<file path="config.mk">
export PLATFORM = sky130hd
export DESIGN_NAME = fpm_tagmul
export DESIGN_NICKNAME = d
export VERILOG_FILES = /design/src/rtl/fpm_pkg.sv /design/src/rtl/fpm_classify.sv /design/src/rtl/fpm_sigmul.sv /design/src/rtl/fpm_round.sv /design/src/rtl/fpm_tagmul.sv
export SDC_FILE = /design/constraint.sdc
export NUM_CORES = 2
export LEC_CHECK = 0
export BUFFER_PORTS_ARGS = -buffer_cell sky130_fd_sc_hd__clkbuf_2
export CORE_MARGIN = 10
export CORE_UTILIZATION = 55
export DETAILED_ROUTE_END_ITERATION = 6
export PLACE_DENSITY = 0.75
export SYNTH_ARGS = -nofsm -noshare
export SYNTH_HDL_FRONTEND = slang
export SYNTH_SLANG_ARGS = --single-unit
</file>
<file path="constraint.sdc">
create_clock -name clk -period 6.9 [get_ports clk]
set_clock_uncertainty 0.1 [all_clocks]
set_input_delay 0.69 -clock clk [delete_from_list [all_inputs] [get_ports clk]]
set_output_delay 0.69 -clock clk [all_outputs]
set_load 0.05 [all_outputs]
</file>
<file path="src/rtl/fpm_pkg.sv">
`timescale 1ns/1ps
package fpm_pkg;

  // Two-bit class tag carried beside each operand and result
  typedef enum logic [1:0] {
    TAG_ZERO = 2'b00,
    TAG_NORM = 2'b01,
    TAG_INF  = 2'b10,
    TAG_NAN  = 2'b11
  } fp_tag_e;

endpackage

</file>
<file path="src/rtl/fpm_classify.sv">
`timescale 1ns/1ps
// Resolves the result class from operand tags; flags the case needing arithmetic.
module fpm_classify #(
  parameter int EXP_W = 8
) (
  input  logic [1:0]       a_tag,
  input  logic [EXP_W-1:0] a_exp,
  input  logic [1:0]       b_tag,
  input  logic [EXP_W-1:0] b_exp,
  output fpm_pkg::fp_tag_e spec_tag,
  output logic             both_norm
);
  import fpm_pkg::*;

  fp_tag_e eff_a, eff_b;

  // A normal tag with a zero exponent field would be subnormal: flush it.
  always_comb begin
    eff_a = fp_tag_e'(a_tag);
    eff_b = fp_tag_e'(b_tag);
    if (eff_a == TAG_NORM && a_exp == '0) eff_a = TAG_ZERO;
    if (eff_b == TAG_NORM && b_exp == '0) eff_b = TAG_ZERO;
  end

  always_comb begin
    both_norm = 1'b0;
    if (eff_a == TAG_NAN || eff_b == TAG_NAN)
      spec_tag = TAG_NAN;
    else if ((eff_a == TAG_ZERO && eff_b == TAG_INF) ||
             (eff_a == TAG_INF  && eff_b == TAG_ZERO))
      spec_tag = TAG_NAN;
    else if (eff_a == TAG_INF || eff_b == TAG_INF)
      spec_tag = TAG_INF;
    else if (eff_a == TAG_ZERO || eff_b == TAG_ZERO)
      spec_tag = TAG_ZERO;
    else begin
      spec_tag  = TAG_NORM;
      both_norm = 1'b1;
    end
  end

endmodule

</file>
<file path="src/rtl/fpm_sigmul.sv">
`timescale 1ns/1ps
// Full-width product of the two significands with hidden ones restored.
module fpm_sigmul #(
  parameter int FRAC_W = 23,
  localparam int SIG_W  = FRAC_W + 1,
  localparam int PROD_W = 2 * SIG_W
) (
  input  logic [FRAC_W-1:0] a_frac,
  input  logic [FRAC_W-1:0] b_frac,
  output logic [PROD_W-1:0] prod
);
  logic [SIG_W-1:0] sig_a, sig_b;

  assign sig_a = {1'b1, a_frac};
  assign sig_b = {1'b1, b_frac};
  assign prod  = PROD_W'(sig_a) * PROD_W'(sig_b);

endmodule

</file>
<file path="src/rtl/fpm_round.sv">
`timescale 1ns/1ps
// Normalizes a product in [1,4) to [1,2) and rounds it to FRAC_W bits.
module fpm_round #(
  parameter int FRAC_W        = 23,
  parameter int EXT_W         = 10,
  parameter bit ROUND_NEAREST = 1'b1,
  localparam int PROD_W = 2 * (FRAC_W + 1)
) (
  input  logic [PROD_W-1:0]       prod,
  input  logic signed [EXT_W-1:0] exp_in,
  output logic [FRAC_W-1:0]       frac_out,
  output logic signed [EXT_W-1:0] exp_out
);
  logic                    hi;
  logic [PROD_W-2:0]       norm;
  logic [FRAC_W-1:0]       keep;
  logic signed [EXT_W-1:0] exp_adj;

  assign hi      = prod[PROD_W-1];
  // Drop the leading one; shift left once when the product is below 2.
  assign norm    = hi ? prod[PROD_W-2:0] : {prod[PROD_W-3:0], 1'b0};
  assign keep    = norm[PROD_W-2 -: FRAC_W];
  assign exp_adj = exp_in + EXT_W'(hi);

  generate
    if (ROUND_NEAREST) begin : g_rne
      localparam int REST_W = PROD_W - 1 - FRAC_W;
      logic [REST_W-1:0] rest;
      logic              rbit, sticky, bump;
      logic [FRAC_W:0]   sum;

      assign rest     = norm[REST_W-1:0];
      assign rbit     = rest[REST_W-1];
      assign sticky   = |rest[REST_W-2:0];
      assign bump     = rbit & (sticky | keep[0]);
      assign sum      = {1'b0, keep} + (FRAC_W+1)'(bump);
      assign frac_out = sum[FRAC_W-1:0];
      assign exp_out  = exp_adj + EXT_W'(sum[FRAC_W]);
    end else begin : g_trunc
      assign frac_out = keep;
      assign exp_out  = exp_adj;
    end
  endgenerate

endmodule

</file>
<file path="src/rtl/fpm_tagmul.sv">
`timescale 1ns/1ps
// Three-stage tagged floating-point multiplier.
module fpm_tagmul #(
  parameter int EXP_W         = 8,
  parameter int FRAC_W        = 23,
  parameter bit ROUND_NEAREST = 1'b1
) (
  input  logic              clk,
  input  logic              rst,
  input  logic              in_valid,
  input  logic              a_sign,
  input  logic [EXP_W-1:0]  a_exp,
  input  logic [FRAC_W-1:0] a_frac,
  input  logic [1:0]        a_tag,
  input  logic              b_sign,
  input  logic [EXP_W-1:0]  b_exp,
  input  logic [FRAC_W-1:0] b_frac,
  input  logic [1:0]        b_tag,
  output logic              out_valid,
  output logic              z_sign,
  output logic [EXP_W-1:0]  z_exp,
  output logic [FRAC_W-1:0] z_frac,
  output logic [1:0]        z_tag
);
  import fpm_pkg::*;

  localparam int PROD_W = 2 * (FRAC_W + 1);
  localparam int EXT_W  = EXP_W + 2;
  localparam int BIAS   = (1 << (EXP_W - 1)) - 1;
  localparam int EMAX   = (1 << EXP_W) - 2;
  localparam logic signed [EXT_W-1:0] EMAX_X = EXT_W'(EMAX);
  localparam logic signed [EXT_W-1:0] EMIN_X = EXT_W'(1);

  // ---------------- stage 1: classify and multiply ----------------
  fp_tag_e                 spec_c;
  logic                    num_c;
  logic [PROD_W-1:0]       prod_c;
  logic signed [EXT_W-1:0] esum_c;

  fpm_classify #(.EXP_W(EXP_W)) u_cls (
    .a_tag(a_tag), .a_exp(a_exp), .b_tag(b_tag), .b_exp(b_exp),
    .spec_tag(spec_c), .both_norm(num_c)
  );

  fpm_sigmul #(.FRAC_W(FRAC_W)) u_mul (
    .a_frac(a_frac), .b_frac(b_frac), .prod(prod_c)
  );

  assign esum_c = EXT_W'(a_exp) + EXT_W'(b_exp) - EXT_W'(BIAS);

  logic                    v1, s1, n1;
  fp_tag_e                 t1;
  logic [PROD_W-1:0]       p1;
  logic signed [EXT_W-1:0] e1;

  always_ff @(posedge clk) begin
    if (rst) begin
      v1 <= 1'b0;
      s1 <= 1'b0;
      n1 <= 1'b0;
      t1 <= TAG_ZERO;
      p1 <= '0;
      e1 <= '0;
    end else begin
      v1 <= in_valid;
      s1 <= a_sign ^ b_sign;
      n1 <= num_c;
      t1 <= spec_c;
      p1 <= prod_c;
      e1 <= esum_c;
    end
  end

  // ---------------- stage 2: normalize and round ----------------
  logic [FRAC_W-1:0]       frac_c;
  logic signed [EXT_W-1:0] erd_c;

  fpm_round #(
    .FRAC_W(FRAC_W), .EXT_W(EXT_W), .ROUND_NEAREST(ROUND_NEAREST)
  ) u_rnd (
    .prod(p1), .exp_in(e1), .frac_out(frac_c), .exp_out(erd_c)
  );

  logic                    v2, s2, n2;
  fp_tag_e                 t2;
  logic [FRAC_W-1:0]       f2;
  logic signed [EXT_W-1:0] e2;

  always_ff @(posedge clk) begin
    if (rst) begin
      v2 <= 1'b0;
      s2 <= 1'b0;
      n2 <= 1'b0;
      t2 <= TAG_ZERO;
      f2 <= '0;
      e2 <= '0;
    end else begin
      v2 <= v1;
      s2 <= s1;
      n2 <= n1;
      t2 <= t1;
      f2 <= frac_c;
      e2 <= erd_c;
    end
  end

  // ---------------- stage 3: range check and output ----------------
  fp_tag_e           tag_c;
  logic [EXP_W-1:0]  zexp_c;
  logic [FRAC_W-1:0] zfrac_c;

  always_comb begin
    tag_c   = t2;
    zexp_c  = '0;
    zfrac_c = '0;
    if (n2) begin
      if (e2 > EMAX_X)
        tag_c = TAG_INF;
      else if (e2 < EMIN_X)
        tag_c = TAG_ZERO;
      else begin
        tag_c   = TAG_NORM;
        zexp_c  = e2[EXP_W-1:0];
        zfrac_c = f2;
      end
    end
  end

  always_ff @(posedge clk) begin
    if (rst) begin
      out_valid <= 1'b0;
      z_sign    <= 1'b0;
      z_exp     <= '0;
      z_frac    <= '0;
      z_tag     <= TAG_ZERO;
    end else begin
      out_valid <= v2;
      z_sign    <= s2;
      z_exp     <= zexp_c;
      z_frac    <= zfrac_c;
      z_tag     <= tag_c;
    end
  end

endmodule

</file>
==> impl_metrics.ini <==
[run_status]
status = complete, no violations

[cts]
cts_tree = done
clk_latency_ns = 0.41
hold_buffers = 0
root_buffer = clkbuf_16
htreeDepth = 4
clock_path_buffers = 2
cts_made_buffers = 17
cts.reportedPaths.clkPinSlew_ns = 0.06
clock-sinks = 136

[worst_setup_path]
r2r_slack_ns = 2.96
r2r_start = p1[47]
cp-end-kind = flip-flop
cp_max_fo = 11
path_class = in -> reg
cp.required_ns = 7.08
critPathLaunchType = input pin
startpoint = b_frac[1]
cp.arrival_ns = 6.90

[min_path]
min_path_type = reg -> reg
min_from = f2[21]

[global_routing]
grt_antenna_before_repair = 1
grt_usage_pct = 24.9
grt_pass1_wl_um = 106000
grt_pass1_vias = 20300
grt_max_degree = 72
overflow = 0

[detailed_routing]
first_iter_violations = 1402
viasPerCell = 5.24
post_drt_wl_per_cell_um = 17.9
via_count = 18800
detail-route-antenna-nets = 0
first_pass_iters = 6
drc = 0
finalWirelength_um = 64200

[yosys]
synth_area_sq_um = 24200
ys_ff_latch = 136
ys_types = 70
synth-edff-count = 0
yosysSeqAreaShare_pct = 11.3
ys_dominant_reg_cell = dfxtp_1
syn_avg_cell_area_sq_um = 8.88
synth_warnings = 0
async_reset_ff_share_pct = 0
syn-instance-count = 2721
syn-num-nets = 3466

[timing]
tightest_slew_ns = 0.712
setup_viol = 0
finalCritPeriodShare_pct = 97.4
final-max-slew-violation-count = 0
fin_crit_ns = 6.72
hold_viol = 0
hold_ws_ns = 0.320
fmax_ghz = 0.149
slew_headroom_pct = 52.6
grt_setup_unrepaired = yes

[floorplan]
core_area_sq_um = 43300
rows = 76
die-area_sq_um = 52700
io_pins = 106
die_h_um = 230
start_util_pct = 55.8
die_w_um = 230

[layout]
nets = 3727
area_growth_pct = 16.0
diodes = 0
final_layout_size_suffix_gt1_share_pct = 15.1
final_util_pct = 64.7
final_cell_mix = 584 x inv_1, 481 x fa_1, 322 x nand2_1, 277 x and2_1, 258 x buf_4
final_common_cell = inv_1
fill_cells = 3502

[place]
place_congestion = 0.973
portBuffers = 105
dp_hpwl_um = 55600

[job]
maxCapViolCount = 0
## Yosys cell counts, drive strengths merged, types with 8 or more instances
cell type | n | area share (%)
fa | 484 | 40
nor4 | 12 | 0.31
inv | 587 | 9.1
and4 | 8 | 0.29
o211ai | 8 | 0.25
a21boi | 9 | 0.28
a21oi | 65 | 1.4
nand3 | 19 | 0.39
dfxtp | 136 | 11
nand2 | 322 | 5.0
a21o | 31 | 0.96
nor2b | 35 | 0.91
nor2 | 149 | 2.3
o21ai | 31 | 0.66
nor3 | 10 | 0.21
clkbuf | 112 | 1.7
nand4 | 23 | 0.60
buf | 23 | 0.47
a211oi | 15 | 0.53
mux2 | 12 | 0.56
and2 | 277 | 7.2
xnor2 | 34 | 1.2
o21a | 10 | 0.31
a31oi | 10 | 0.26
ha | 190 | 9.8
xor2 | 34 | 1.2
## logic make-up after synthesis
group	count (synthesis)	synth area share, %
simple gates	886	18.1
buf+inv	725	11.4
fa+ha+maj	674	50.0
compound gates	214	6.00
flops	136	11.3
xor+xnor	68	2.47
mux	18	0.808
## flip-flops by register name, summed over array words and instances (netlist names), 2 cells and up
signal and count:
p1 48, f2 23, z_frac 23, e1 10, e2 10, z_exp 8
t1 2, t2 2, z_tag 2
## critical path, stage by stage
cell	delay (ns)
clkbuf_4	0.18
buf_4	0.18
and2_1	0.17
fa_1	0.50
fa_1	0.59
inv_1	0.08
fa_1	0.51
fa_1	0.51
inv_1	0.06
fa_1	0.58
fa_1	0.44
fa_1	0.50
ha_4	0.34
nand3_1	0.09
a21oi_1	0.26
a211oi_4	0.07
o221a_4	0.29
o31a_1	0.30
nor4b_1	0.16
or4_1	0.40
## final timing paths
kind | endpoint | depth (start not counted)
setup / recovery | p1[42] | 20
hold reg to reg | z_frac[21] | 1
hold / removal | z_frac[21] | 1
setup reg to reg | e2[6] | 13
## through the flow
step | setup WS, ns | setup TNS (ns) | std cells | cell area, sq um
floorplan | 0.00217 | 0 | 2721 | 24200
global placement | -0.421 | -5.02 | 3545 | 27100
detailed placement | -0.508 | -7.03 | 3545 | 27100
CTS | 0.0134 | 0 | 3578 | 27800
global route | -0.00576 | -0.00576 | 3580 | 28000
finish | 0.180 | 0 | 3580 | 28000
## layout make-up
class / instances / area (sq um) / share of cell area, %
Multi-Input combinational cell: 1860 / 18900 / 67.3
Timing Repair Buffer: 377 / 2790 / 9.96
Sequential cell: 136 / 2720 / 9.72
Clock inverter: 13 / 243 / 0.867
Inverter: 590 / 2220 / 7.94
Tap cell: 585 / 732 / 2.61
Clock buffer: 19 / 443 / 1.58
## metal layers
metal	share of wire (%)	vias up	GRT usage, %
met3	6.8	91	3.62
met1	43	9339	33.7
met2	47	668	41.1
met4	2.5	2	6.91
met5	0.030	-	0
li1	-	8667	-
## timing repair
item                                   4_1_cts  5_1_grt
resized for setup                            3       68
endpoints found under the hold margin        0        0
gates cloned                                 0        0
setup endpoints to repair                    6       24
buffers inserted                             1        2
pin swaps                                    1       16
Power is left out: the tool's default activity adds up to more than one toggle a clock period on the data nets, which glitch-free logic cannot reach.
